--- config.mk ---
export PLATFORM = sky130hd
export DESIGN_NAME = env_tracker
export DESIGN_NICKNAME = d
export VERILOG_FILES = /design/src/rtl/env_pkg.sv /design/src/rtl/env_mag.sv /design/src/rtl/env_window.sv /design/src/rtl/env_hold.sv /design/src/rtl/env_out_stage.sv /design/src/rtl/env_tracker.sv
export SDC_FILE = /design/constraint.sdc
export NUM_CORES = 1
export LEC_CHECK = 0
export BUFFER_PORTS_ARGS = -buffer_cell sky130_fd_sc_hd__buf_2
export CAP_MARGIN = 10
export CORE_ASPECT_RATIO = 2
export CORE_MARGIN = 8
export CORE_UTILIZATION = 50
export CTS_CLUSTER_SIZE = 10
export DETAILED_ROUTE_END_ITERATION = 16
export PLACE_DENSITY = 0.76
export SLEW_MARGIN = 20
export SYNTH_ARGS = -nofsm -noshare
export SYNTH_HDL_FRONTEND = slang
export SYNTH_SLANG_ARGS = --single-unit
--- constraint.sdc ---
create_clock -name clk -period 10.6 [get_ports clk]
set_input_delay 1.06 -clock clk [delete_from_list [all_inputs] [get_ports clk]]
set_output_delay 1.06 -clock clk [all_outputs]
set_load 0.03 [all_outputs]
--- src/rtl/env_pkg.sv ---
package env_pkg;
    // Fill level of the three-magnitude window after reset
    typedef enum logic [1:0] {
        ST_EMPTY  = 2'd0,
        ST_PRIMED = 2'd1,
        ST_TRACK  = 2'd2
    } env_state_e;
endpackage

--- src/rtl/env_mag.sv ---
module env_mag #(
    parameter int DATA_W = 8,
    parameter int MAG_W  = DATA_W - 1
) (
    input  logic signed [DATA_W-1:0] x_i,
    output logic        [MAG_W-1:0]  mag_o
);
    localparam logic [DATA_W-1:0] MOST_NEG = {1'b1, {(DATA_W-1){1'b0}}};

    logic [DATA_W-1:0] negated;

    always_comb begin
        negated = -x_i;
        if (x_i == MOST_NEG) begin
            mag_o = '1;                      // saturate
        end else if (x_i[DATA_W-1]) begin
            mag_o = negated[MAG_W-1:0];
        end else begin
            mag_o = x_i[MAG_W-1:0];
        end
    end

    always_comb begin
        if (!x_i[DATA_W-1]) begin
            AST_MAG_POS_PASS: assert (mag_o == x_i[MAG_W-1:0]);
        end
    end
endmodule

--- src/rtl/env_window.sv ---
module env_window #(
    parameter int MAG_W = 7
) (
    input  logic             clk,
    input  logic             rst_n,
    input  logic             shift_i,
    input  logic [MAG_W-1:0] new_i,
    output logic [MAG_W-1:0] old_q,
    output logic [MAG_W-1:0] mid_q,
    output logic             peak_o
);
    always_ff @(posedge clk or negedge rst_n) begin
        if (!rst_n) begin
            old_q <= '0;
            mid_q <= '0;
        end else if (shift_i) begin
            old_q <= mid_q;
            mid_q <= new_i;
        end
    end

    // Strict comparison on both sides of the middle tap
    always_comb peak_o = (mid_q > old_q) && (mid_q > new_i);

    AST_WIN_SHIFT: assert property (@(posedge clk) disable iff (!rst_n)
        shift_i |=> old_q == $past(mid_q));
endmodule

--- src/rtl/env_hold.sv ---
module env_hold #(
    parameter int MAG_W = 7
) (
    input  logic             clk,
    input  logic             rst_n,
    input  logic             load_i,
    input  logic [MAG_W-1:0] d_i,
    output logic [MAG_W-1:0] q_o
);
    always_ff @(posedge clk or negedge rst_n) begin
        if (!rst_n) q_o <= '0;
        else if (load_i) q_o <= d_i;
    end

    AST_HOLD_KEEP: assert property (@(posedge clk) disable iff (!rst_n)
        !load_i |=> $stable(q_o));
endmodule

--- src/rtl/env_out_stage.sv ---
module env_out_stage #(
    parameter int MAG_W  = 7,
    parameter int THRESH = 1
) (
    input  logic             clk,
    input  logic             rst_n,
    input  logic             en_i,
    input  logic [MAG_W-1:0] held_i,
    input  logic [MAG_W-1:0] cur_i,
    output logic [MAG_W-1:0] env_q
);
    localparam logic [MAG_W:0] FS    = {1'b0, {MAG_W{1'b1}}};
    localparam logic [MAG_W:0] THR_W = (MAG_W + 1)'(THRESH);

    logic [MAG_W-1:0] larger;
    logic [MAG_W:0]   sum;
    logic [MAG_W-1:0] env_d;

    always_comb begin
        larger = (held_i > cur_i) ? held_i : cur_i;
        sum    = {1'b0, larger} + THR_W;
        env_d  = (sum > FS) ? FS[MAG_W-1:0] : sum[MAG_W-1:0];
    end

    always_ff @(posedge clk or negedge rst_n) begin
        if (!rst_n) env_q <= '0;
        else if (en_i) env_q <= env_d;
    end

    AST_ENV_ABOVE_MAG: assert property (@(posedge clk) disable iff (!rst_n)
        en_i |=> env_q >= $past(cur_i));
    AST_ENV_ABOVE_HELD: assert property (@(posedge clk) disable iff (!rst_n)
        en_i |=> env_q >= $past(held_i));
endmodule

--- src/rtl/env_tracker.sv ---
module env_tracker #(
    parameter int DATA_W = 8,
    parameter int THRESH = 1
) (
    input  logic              clk,
    input  logic              rst_n,
    input  logic              in_valid,
    input  logic [DATA_W-1:0] in_sample,
    output logic [DATA_W-2:0] env_out
);
    import env_pkg::*;

    localparam int MAG_W = DATA_W - 1;

    env_state_e       state_q, state_d;
    logic [MAG_W-1:0] mag_new, old_mag, mid_mag, hold_q, held_next;
    logic             peak, decide;

    // State register
    always_ff @(posedge clk or negedge rst_n) begin
        if (!rst_n) state_q <= ST_EMPTY;
        else        state_q <= state_d;
    end

    // Next state and control outputs
    always_comb begin
        state_d = state_q;
        decide  = 1'b0;
        unique case (state_q)
            ST_EMPTY:  if (in_valid) state_d = ST_PRIMED;
            ST_PRIMED: if (in_valid) begin
                           state_d = ST_TRACK;
                           decide  = 1'b1;
                       end
            ST_TRACK:  decide = in_valid;
            default:   state_d = ST_EMPTY;
        endcase
        held_next = peak ? mid_mag : hold_q;
    end

    env_mag #(.DATA_W(DATA_W), .MAG_W(MAG_W)) mag_i (
        .x_i   (in_sample),
        .mag_o (mag_new)
    );

    env_window #(.MAG_W(MAG_W)) win_i (
        .clk    (clk),
        .rst_n  (rst_n),
        .shift_i(in_valid),
        .new_i  (mag_new),
        .old_q  (old_mag),
        .mid_q  (mid_mag),
        .peak_o (peak)
    );

    env_hold #(.MAG_W(MAG_W)) hold_i (
        .clk   (clk),
        .rst_n (rst_n),
        .load_i(decide && peak),
        .d_i   (mid_mag),
        .q_o   (hold_q)
    );

    env_out_stage #(.MAG_W(MAG_W), .THRESH(THRESH)) out_i (
        .clk   (clk),
        .rst_n (rst_n),
        .en_i  (decide),
        .held_i(held_next),
        .cur_i (mid_mag),
        .env_q (env_out)
    );

    AST_ENV_IDLE_STABLE: assert property (@(posedge clk) disable iff (!rst_n)
        !in_valid |=> $stable(env_out));
    AST_FIRST_NO_ENV: assert property (@(posedge clk) disable iff (!rst_n)
        state_q == ST_EMPTY |=> env_out == '0);
    AST_FSM_FORWARD: assert property (@(posedge clk) disable iff (!rst_n)
        state_q == ST_TRACK |=> state_q == ST_TRACK);
    AST_FSM_STEP: assert property (@(posedge clk) disable iff (!rst_n)
        (state_q == ST_EMPTY && in_valid) |=> state_q == ST_PRIMED);
endmodule

==> reports/results.ini <==
[run_status]
status=finished clean

[synthesis]
yosys.area.top_type=dfrtp_1
syn-num-nets=274
synth-xor-area-share_pct=3.222
yosys_warnings=0
syn_inst=238
synth_most_common_cell=dfrtp_1
muxShareOfSynthArea_pct=10.99
synthSimpleGateAreaFrac_pct=17.15
synthTopCellsByArea=dfrtp_1, ha_1, mux2_2
yosys-top-cells-count=dfrtp_1, ha_1, nor2_1
synth_edf_count=0
synth_top_cell_area_share_pct=34.52
async_reset_ff_share_pct=100.0
syn_avg_cell_area_sq_um=9.137
synth_top_flop_cell=dfrtp_1
synth_seq_cells=30
synth_area_sq_mm=0.002175
synth_compound_area_share_pct=15.07
synth_top_family_by_area=simple AND/OR/NAND/NOR gates
synth_cell_type_count=43
synthAdderAreaFrac_pct=14.38
ys_seq_area_share_pct=34.52

[timing]
fin_crit_ns=6.367
holdWs_ns=0.4852
max_clock_freq_mhz=157.1
period_share_pct=60.07
setup_tns_ns=0
hold_violations=0
finalSetupViolCount=0
slew_viol_final=0
slew_headroom_pct=55.49
rsz0062_at_grt=false
clock-skew-final_ns=0.002064
worstMarginPinSlew_ns=0.6677

[setup_path]
crit_chain=buf_2, or3_1, or3b_1, nor3b_2, nor2_1, ha_1, nand4_1, a21oi_1, o21bai_1, nor2_1, mux2_2, ha_1, nand4_1, a21oi_1, nor2_1, a211oi_4, o21ai_0, ha_1, and3_1, nand3_1, mux2i_1, o31ai_2, a31oi_1
cpMaxStageDelayCell=a211oi_4
path_depth=23
worstReg2RegStart=win_i.mid_q[2]
cp_top_family=simple AND/OR/NAND/NOR gates
max_stage_delay_ns=0.52
crit_path_end_kind=flip-flop
arrival_ns=6.52
path_buf_inv=1
setup.worst_path.class=in2reg
r2r_cells=18
required_ns=10.75
r2r-end=out_i.env_q[6]
startpoint_type=input pin
worstPathMaxFanout=13
reg2reg_slack_ns=5.79

[clock_tree]
clock-root-buffer=clkbuf_8
clk_latency_ns=0.28
clkTransAtPathRegs_ns=0.06
cts_buffers=5
h-tree-depth=2
clk_path_buf_depth=2
cts.sinks=30
cts_resized=0
cts_tree=done
post_cts_buffers=0
hold_buffers=0

[power_and_ir_drop]
p_leak_nw=1.088
ir_drop_mv=0.1476
p_per_area_mw_per_mm2=231.6

[global_route]
gr-total-overflow=0
use_met2_pct=26.88
first_global_vias=1837
grt_first_pass_wirelength_um=8010
antenna_found_initial=0
grt_max_degree=32
top_usage_layer=met2
use_met3_pct=3.498
grt_util_met1_pct=14.53
grt_util_all_layers_pct=14.43

[die]
die_h_um=109.3
dieArea_sq_mm=0.006843
rows=34
start_util_pct=51.12
fp.dieW_um=62.63
core-area_sq_mm=0.004254
ioPinCount=18

[detailed_routing]
antenna_left=0
wire_per_inst_um=15.60
drc=0
vias=1788
viasPerCell=5.749
drtIter0Drc=38
first_pass_iters=4
drt-total-wl_um=4851

[flow_run]
drv_cap=0

[cells_and_area]
stdcell_count=311
insertedDiodeCount=0
drive_gt1_share_pct=19.07
nets=292
area_growth_pct=10.47

[hold_path]
hold_path_end=out_i.env_q[5]
hold_start=out_i.env_q[5]
hold_class=reg2reg
min_path_cells=2

[placed_design]
portBuffers=17
dp_hpwl_um=3514
dp_cells=303
routabilityCongestion=0.9358

==> sequential cells by signal (all words and copies together), names as in the netlist <==
register,count
hold_i.q_o,7
out_i.env_q,7
win_i.mid_q,7
win_i.old_q,7
state_q,2
==> worst register-to-register path, stage by stage, from the launching register on <==
cell,delay [ns]
dfrtp_1,0.52
ha_1,0.40
a21oi_1,0.08
a21oi_1,0.20
o21bai_1,0.13
nor2_1,0.49
mux2_2,0.41
ha_1,0.31
nand4_1,0.13
a21oi_1,0.16
nor2_1,0.11
a211oi_4,0.53
o21ai_0,0.24
ha_1,0.29
and3_1,0.19
nand3_1,0.09
mux2i_1,0.09
o31ai_2,0.24
a31oi_1,0.06
==> through the flow <==
step | utilization [%] | power, mW | setup slack (ns) | area (sq um)
final | 56.47 | 0.5564 | 4.233 | 2402
after global routing | 56.47 | 0.5929 | 3.813 | 2402
after CTS | 56.47 | 0.5577 | 4.288 | 2402
after detailed placement | 53.91 | 0.4408 | 4.067 | 2293
after global placement | 53.91 | 0.4288 | 4.313 | 2293
after floorplan | - | 0.3816 | 4.791 | 2175
==> cell type report <==
type | count | area, sq um
fillers | 390 | 1852
multi-input cells | 184 | 1323
flip-flops and latches | 30 | 750.7
repair buffers | 17 | 85.08
clock buffers | 5 | 68.82
inverters | 18 | 67.56
well taps | 54 | 67.56
clock inverters | 3 | 40.04
==> power by group <==
group / switching (mW) / internal, mW / total (mW)
Sequential: 0.0347 / 0.148 / 0.183
Clock: 0.0443 / 0.0691 / 0.113
Combinational: 0.149 / 0.112 / 0.260
==> per-layer routing <==
layer,share of wire [%],wire length [um]
met5,0,0
met4,2.4,118
met3,4.6,225
met2,52,2528
met1,41,1979
==> cell families after synthesis <==
| group | Yosys count |
|---|---|
| AO/OA/AOI/OAI | 52 |
| XOR/XNOR | 8 |
| adder cells (fa/ha/maj) | 25 |
| buffers and inverters | 24 |
| flip-flops | 30 |
| multiplexers | 22 |
| AND/OR/NAND/NOR | 77 |
==> placed cells by master (no fill, tap or decap), types with 2 or more instances in the layout <==
| cell | synthesis | routed |
|---|---|---|
| nor2_1 | 25 | 25 |
| and3_1 | 3 | 3 |
| buf_2 | 0 | 17 |
| nor3_1 | 3 | 3 |
| clkbuf_8 | 0 | 5 |
| nand2_1 | 22 | 22 |
| a21oi_1 | 16 | 16 |
| nand4_1 | 3 | 3 |
| nand3b_1 | 3 | 3 |
| clkinv_2 | 0 | 2 |
| xnor2_1 | 6 | 6 |
| o31ai_1 | 3 | 3 |
| mux2_2 | 15 | 15 |
| o21ai_0 | 17 | 17 |
| mux2i_1 | 7 | 7 |
| ha_1 | 25 | 25 |
| nand3_1 | 8 | 8 |
| dfrtp_1 | 30 | 30 |
| inv_1 | 18 | 18 |
| a31oi_1 | 5 | 5 |
| xor2_1 | 2 | 2 |
==> worst max path at each step <==
| stage | slack, ns | from | end |
|---|---|---|---|
| 4_1_cts | 4.29 | in_sample[4] | out_i.env_q[6] |
| 3_5_place_dp | 4.07 | in_sample[4] | out_i.env_q[6] |
| 3_3_place_gp | 4.31 | in_sample[4] | out_i.env_q[6] |
| 2_1_floorplan | 4.79 | in_sample[4] | out_i.env_q[6] |
| 6_report | 4.23 | in_sample[4] | out_i.env_q[6] |
| 5_1_grt | 3.81 | in_sample[4] | out_i.env_q[6] |
Note: power is estimated with default switching activity, not from simulation.
